[src/rtl/sdram_refresh_pkg.sv]
package sdram_refresh_pkg;

  typedef enum logic [3:0] {
    ST_IDLE,
    ST_REQ,
    ST_AREF,
    ST_TRC,
    ST_PALL,
    ST_TPW,
    ST_SREN,
    ST_SELF,
    ST_SREX
  } rf_state_e;

  // Field order: cs_n, ras_n, cas_n, we_n, a10, cke
  typedef struct packed {
    logic cs_n;
    logic ras_n;
    logic cas_n;
    logic we_n;
    logic a10;
    logic cke;
  } sd_cmd_t;

  localparam sd_cmd_t CMD_DESEL     = sd_cmd_t'(6'b1111_0_1);
  localparam sd_cmd_t CMD_PREALL    = sd_cmd_t'(6'b0010_1_1);
  localparam sd_cmd_t CMD_AUTOREF   = sd_cmd_t'(6'b0001_0_1);
  localparam sd_cmd_t CMD_SELFENTER = sd_cmd_t'(6'b0001_0_0);
  localparam sd_cmd_t CMD_SELFHOLD  = sd_cmd_t'(6'b1111_0_0);

endpackage

[src/rtl/sdram_rf_interval_timer.sv]
module sdram_rf_interval_timer #(
  parameter int CNT_W = 8
) (
  input  logic             clk,
  input  logic             rst_n,
  input  logic             run,
  input  logic             tick,
  input  logic             wr_en,
  input  logic [CNT_W-1:0] wr_data,
  input  logic [CNT_W-1:0] cmp,
  output logic             match
);

  logic [CNT_W-1:0] cnt_q, cnt_d, cnt_inc;
  logic             adv;

  always_comb begin
    cnt_inc = cnt_q + CNT_W'(1);
    adv     = run & tick & ~wr_en;
    match   = adv & (cnt_inc == cmp);
    cnt_d   = cnt_q;
    if (wr_en)      cnt_d = wr_data;
    else if (match) cnt_d = '0;
    else if (adv)   cnt_d = cnt_inc;
  end

  always_ff @(posedge clk) begin
    if (!rst_n) cnt_q <= '0;
    else        cnt_q <= cnt_d;
  end


  counter_frozen_chk: assert property (@(posedge clk) disable iff (!rst_n)
    (!run && !wr_en) |=> $stable(cnt_q));


  preload_wins_chk: assert property (@(posedge clk) disable iff (!rst_n)
    wr_en |-> !match);

endmodule

[src/rtl/sdram_rf_wait_ctr.sv]
module sdram_rf_wait_ctr #(
  parameter int W = 4
) (
  input  logic         clk,
  input  logic         rst_n,
  input  logic         load,
  input  logic [W-1:0] load_val,
  output logic         done
);

  logic [W-1:0] cnt_q;

  always_ff @(posedge clk) begin
    if (!rst_n)              cnt_q <= '0;
    else if (load)           cnt_q <= load_val;
    else if (cnt_q != '0)    cnt_q <= cnt_q - W'(1);
  end

  assign done = (cnt_q <= W'(1));

endmodule

[src/rtl/sdram_rf_sequencer.sv]
module sdram_rf_sequencer
  import sdram_refresh_pkg::*;
#(
  parameter int TRC_W  = 4,
  parameter int TP_CYC = 2
) (
  input  logic             clk,
  input  logic             rst_n,
  input  logic             cfg_en,
  input  logic             cfg_self,
  input  logic             cfg_pdown,
  input  logic             match,
  input  logic [TRC_W-1:0] trc_clocks,
  input  logic             ref_gnt,
  output logic             ref_req,
  output logic             in_self,
  output sd_cmd_t          cmd
);

  localparam int TP_BITS = $clog2(TP_CYC + 1);
  localparam int WAIT_W  = (TRC_W > TP_BITS) ? TRC_W : TP_BITS;

  rf_state_e         state_q, state_d;
  logic              pending_q, pending_d;
  logic              want_self, self_hold;
  logic              wload, wdone;
  logic [WAIT_W-1:0] wval;

  assign want_self = cfg_en & cfg_self & ~cfg_pdown;
  assign self_hold = cfg_en & cfg_self;

  sdram_rf_wait_ctr #(.W(WAIT_W)) u_wait (
    .clk      (clk),
    .rst_n    (rst_n),
    .load     (wload),
    .load_val (wval),
    .done     (wdone)
  );

  always_comb begin
    state_d = state_q;
    wload   = 1'b0;
    wval    = WAIT_W'(trc_clocks);
    case (state_q)
      ST_IDLE: if (want_self || pending_q || match) state_d = ST_REQ;
      ST_REQ:  if (ref_gnt) state_d = want_self ? ST_PALL : ST_AREF;
      ST_AREF: begin
        state_d = ST_TRC;
        wload   = 1'b1;
      end
      ST_TRC:  if (wdone) state_d = ST_IDLE;
      ST_PALL: begin
        state_d = ST_TPW;
        wload   = 1'b1;
        wval    = WAIT_W'(TP_CYC);
      end
      ST_TPW:  if (wdone) state_d = ST_SREN;
      ST_SREN: state_d = ST_SELF;
      ST_SELF: if (!self_hold) begin
        state_d = ST_SREX;
        wload   = 1'b1;
      end
      ST_SREX: if (wdone) state_d = ST_IDLE;
      default: state_d = ST_IDLE;
    endcase
  end

  assign pending_d = (pending_q & (state_q != ST_AREF)) | match;

  always_ff @(posedge clk) begin
    if (!rst_n) begin
      state_q   <= ST_IDLE;
      pending_q <= 1'b0;
    end else begin
      state_q   <= state_d;
      pending_q <= pending_d;
    end
  end

  always_comb begin
    case (state_q)
      ST_AREF: cmd = CMD_AUTOREF;
      ST_PALL: cmd = CMD_PREALL;
      ST_SREN: cmd = CMD_SELFENTER;
      ST_SELF: cmd = CMD_SELFHOLD;
      default: cmd = CMD_DESEL;
    endcase
  end

  assign ref_req = (state_q == ST_REQ);
  assign in_self = (state_q == ST_SREN) || (state_q == ST_SELF);


  req_hold_chk: assert property (@(posedge clk) disable iff (!rst_n)
    (ref_req && !ref_gnt) |=> ref_req);


  gnt_cmd_chk: assert property (@(posedge clk) disable iff (!rst_n)
    (ref_req && ref_gnt) |=> (!cmd.cs_n && !ref_req));


  aref_gap_chk: assert property (@(posedge clk) disable iff (!rst_n)
    (!cmd.cs_n && cmd.we_n && cmd.cke) |=> (cmd.cs_n && !ref_req));


  self_keep_chk: assert property (@(posedge clk) disable iff (!rst_n)
    (!cmd.cke && cfg_en && cfg_self) |=> !cmd.cke);


  exit_quiet_chk: assert property (@(posedge clk) disable iff (!rst_n)
    $rose(cmd.cke) |=> (cmd.cs_n && !ref_req));


  pdown_hold_chk: assert property (@(posedge clk) disable iff (!rst_n)
    (ref_req && ref_gnt && cfg_pdown) |=> cmd.we_n);

endmodule

[src/rtl/sdram_refresh_ctrl.sv]
module sdram_refresh_ctrl
  import sdram_refresh_pkg::*;
#(
  parameter int CNT_W  = 8,
  parameter int TRC_W  = 4,
  parameter int TP_CYC = 2
) (
  input  logic             clk,
  input  logic             por_n,
  input  logic             cfg_refresh_en,
  input  logic             cfg_self_mode,
  input  logic             cfg_pdown_active,
  input  logic             standby,
  input  logic             tick,
  input  logic             cnt_wr,
  input  logic [CNT_W-1:0] cnt_wr_data,
  input  logic [CNT_W-1:0] cnt_cmp,
  input  logic [TRC_W-1:0] trc_clocks,
  output logic             ref_req,
  input  logic             ref_gnt,
  output logic             sd_cs_n,
  output logic             sd_ras_n,
  output logic             sd_cas_n,
  output logic             sd_we_n,
  output logic             sd_a10,
  output logic             sd_cke
);

  logic    run, match, in_self;
  sd_cmd_t cmd;

  assign run = cfg_refresh_en & ~cfg_self_mode & ~in_self & ~standby;

  sdram_rf_interval_timer #(.CNT_W(CNT_W)) u_timer (
    .clk     (clk),
    .rst_n   (por_n),
    .run     (run),
    .tick    (tick),
    .wr_en   (cnt_wr),
    .wr_data (cnt_wr_data),
    .cmp     (cnt_cmp),
    .match   (match)
  );

  sdram_rf_sequencer #(.TRC_W(TRC_W), .TP_CYC(TP_CYC)) u_seq (
    .clk        (clk),
    .rst_n      (por_n),
    .cfg_en     (cfg_refresh_en),
    .cfg_self   (cfg_self_mode),
    .cfg_pdown  (cfg_pdown_active),
    .match      (match),
    .trc_clocks (trc_clocks),
    .ref_gnt    (ref_gnt),
    .ref_req    (ref_req),
    .in_self    (in_self),
    .cmd        (cmd)
  );

  assign sd_cs_n  = cmd.cs_n;
  assign sd_ras_n = cmd.ras_n;
  assign sd_cas_n = cmd.cas_n;
  assign sd_we_n  = cmd.we_n;
  assign sd_a10   = cmd.a10;
  assign sd_cke   = cmd.cke;

endmodule

[config.mk]
export PLATFORM = sky130hd
export DESIGN_NAME = sdram_refresh_ctrl
export DESIGN_NICKNAME = d
export VERILOG_FILES = /design/src/rtl/sdram_refresh_pkg.sv /design/src/rtl/sdram_rf_interval_timer.sv /design/src/rtl/sdram_rf_wait_ctr.sv /design/src/rtl/sdram_rf_sequencer.sv /design/src/rtl/sdram_refresh_ctrl.sv
export SDC_FILE = /design/constraint.sdc
export NUM_CORES = 1
export LEC_CHECK = 0
export CELL_PAD_IN_SITES_DETAIL_PLACEMENT = 1
export CELL_PAD_IN_SITES_GLOBAL_PLACEMENT = 2
export CORE_AREA = 2 2 74 76
export DETAILED_ROUTE_END_ITERATION = 10
export DIE_AREA = 0 0 76 78
export PLACE_DENSITY = 0.78
export SETUP_SLACK_MARGIN = 0.1
export SLEW_MARGIN = 10
export SYNTH_ARGS = -nofsm -noshare
export SYNTH_HDL_FRONTEND = slang
export SYNTH_HIERARCHICAL = 1
export SYNTH_SLANG_ARGS = --single-unit
export TNS_END_PERCENT = 50
[constraint.sdc]
create_clock -name clk -period 5.04 [get_ports clk]
set_clock_uncertainty 0.2 [all_clocks]
set_input_delay 0.504 -clock clk [delete_from_list [all_inputs] [get_ports clk]]
set_output_delay 0.504 -clock clk [all_outputs]
set_load 0.01 [all_outputs]
==> impl_results.md <==
- Status: finished, final reports clean
- Unique masters post-synth: 52
- Post-synth EDFFs: 0
- Slowest cell delay on critical path: 0.50 ns
- CTS sink cnt: 17
- Post-DR vias/cell: 4.90
- Initial antenna violation count: 0
- Hold Startpoint: u_seq/pending_q
- Top-area cell type share of the netlist area: 23.4%
- Max Cap Viol: 0
- Gates resized, CTS repair: 0
- Core Region: 5040 um^2
- Top cell type by total area after synthesis: dfxtp_1
- # fillers: 631
- Top_reg_cell synth: dfxtp_1
- Gate power share: 47.3%
- # H-tree levels: 1
- Fin crit share: 68.4%
- Cells after synthesis: 195
- # placed instances: 287
- Area grow syn2layout: 29.1%
- Top delay family on crit path: simple AND/OR/NAND/NOR gates
- Share of layout cells above drive strength 1: 6.33%
- Num ports: 36
- Non-filler instance count after layout: 291
- Slowest-stage cell, CP: a311oi_2
- Critical Path RT: 5.02 ns
- CTS Buffer Depth: 2
- Number of setup violations in the final report: 0
- Commonest cells in the netlist: nand2_1 (34), dfxtp_1 (17), nand3_1 (12)
- Slew Limit Headroom: 61.9%
- Floorplan row count: 26
- Tot GR Track Use: 14.5%
- DIE AREA: 5930 um^2
- Internal power: 367 uW
- Leak: 0.664 nW
- #FFs+latches synth: 17
- Unrepaired setup endpoints after global routing: no
- Fin worst setup slack: 1.59 ns
- Design Area, Final: 1880 um^2
- Flop pwr share: 35.3%
- Wire per inst: 13.9 um
- CP cell instances: clkdlybuf4s50_1 -> nor4b_2 -> nand2_1 -> nor2_1 -> o311a_1 -> nand4_1 -> nor2_2 -> nor4_1 -> a311oi_2 -> mux2i_1
- Worst-Skew Late Latency: 0.25 ns
- Net Count, Synth: 227
- Avg Inst Size Synth: 7.46 um^2
- CTS tree: yes
- DIE HEIGHT: 78 um
- Largest net degree at the start of global routing: 28
- Worst EP arrival: 3.43 ns
- Top cells by area, synth: dfxtp_1 (23%), nand2_1 (8.8%), xnor2_1 (5.4%), nand3_1 (4.1%), o31ai_1 (3.6%)
- Root Buffer: clkbuf_8
- Nets: 254
- Worst min-delay path class: reg -> reg
- Routed via count: 1425
- Switching share of power: 37.6%
- Drt pass-1 iters: 4
- Tightest Pin Transition: 0.570 ns
- Number of global-route vias before repair: 1435
- YS warnings: 6
- Crit start category: input port
- Peak VDD IR: 0.0913 mV
- Seq/Total Area, Yosys: 23.4%
- Clock transition at path regs: 0.07 ns
- Die extent in x: 76 um
- DR iter-0 viols: 66
- Num CTS Buffers: 3
- Clock power share: 17.3%
- Worst-path fanout max: 11
- Crit Path Class: in -> reg
- Sw Pwr: 221 uW
- Cell Area, Placed: 1830 um^2
- Crit path from: cfg_self_mode
- Pwr per Cell Area: 313 nW/um^2
- R2r startpoint: u_seq/state_q[2]
- Fin crit period: 3.45 ns
- Setup TNS: 0 ns
- Synth async-reset ratio: 0%
- Fmax: 0.290 GHz
- First-pass GRT wire length: 7040 um
- Fin. max-slew vios: 0
- DRC viols: 0
- Number of routed nets with antenna violations: 0
- Overflow after GRT: 0
- Ant. Diodes: 0
- PnR Total Power: 588 uW
- WP buf/inv: 1
- Port Buffers: 35
- Pre-CTS WS: 1.34 ns
- Final hold violation count: 0
- Postcts setup bufs: 0
- Hpwl dp: 3110 um
- Most frequent cell after synthesis: nand2_1
- Initial Util: 28.8%
- Final WL: 4030 um
- # hold bufs at CTS: 0
- CP Capture Type: flop
- Gp weighted congestion: 0.761
- Synthesized area: 1450 um^2
==> sequential cells by signal, summed over array words and instances (netlist names) <==
| register | count |
|---|---|
| u_timer/cnt_q | 8 |
| u_seq/state_q | 4 |
| u_seq/u_wait/cnt_q | 4 |
| u_seq/pending_q | 1 |
==> metal layers <==
| metal | vias to the layer above | GRT usage (%) | part of all wire, % |
|---|---|---|---|
| li1 | 742 | - | - |
| met1 | 658 | 18.8 | 48 |
| met2 | 23 | 25.0 | 49 |
| met3 | 2 | 1.74 | 2.3 |
| met4 | 0 | 4.55 | 0.84 |
| met5 | - | 0 | 0 |
==> power by group through the flow <==
stage,registers (mW),clock network [mW],logic [mW]
floorplan,0.182,0,0.224
global placement,0.209,0,0.277
detailed placement,0.211,0,0.282
CTS,0.207,0.106,0.282
global route,0.214,0.114,0.312
finish,0.208,0.102,0.278
==> worst min-delay path, cell delays in order, from the launching register on <==
cell and delay (ns):
dfxtp_1 0.33, o21a_1 0.12, o21a_1 0.09
==> placed cells by master, fill, tap and decap left out, types with 3 or more instances in the layout <==
cell type and n:
nor2b_1 6, clkdlybuf4s50_1 35, o21ai_1 3, o31ai_1 7, o21ai_0 10, mux2i_1 4, clkbuf_8 3, nand3_1 12
xnor2_1 9, nor2_1 11, xor2_1 4, nand4_1 3, a21oi_1 5, inv_1 8, nand2b_1 3, nor3_1 3
a31oi_1 3, ha_1 3, nand2_1 34, dfxtp_1 17
==> final timing paths <==
kind         cells after the start          endpoint  slack [ns]
min reg2reg                      2   u_seq/pending_q        0.36
max                             10  u_seq/state_q[2]        1.59
min                              2   u_seq/pending_q        0.36
max reg2reg                     12  u_seq/state_q[2]        1.65
==> cell type report <==
type	count	area, um^2	share of cell area (%)
sequential	17	340	18.1
clock buffer	3	41.3	2.20
inverter	8	30.0	1.60
multi-input combinational	156	1010	54.1
timing repair buffer	36	358	19.1
tap	70	87.6	4.67
clock inverter	1	5.00	0.267
==> cells by family (layout without fill, tap and decap cells) <==
group,Yosys count,in the layout,share of synthesized area [%]
flops,17,17,23.4
simple gates,93,93,34.6
compound gates,41,41,19.4
mux,5,5,3.79
fa+ha+maj,3,3,2.58
xor+xnor,14,14,9.47
buf+inv,22,48,6.80
==> stage by stage <==
stage,utilization (%),hold WS (ns)
global placement,36.3,0.349
floorplan,-,0.332
detailed placement,36.3,0.349
global route,37.2,0.410
CTS,37.2,0.366
finish,37.2,0.363
Power figures use the tool's default switching activity.
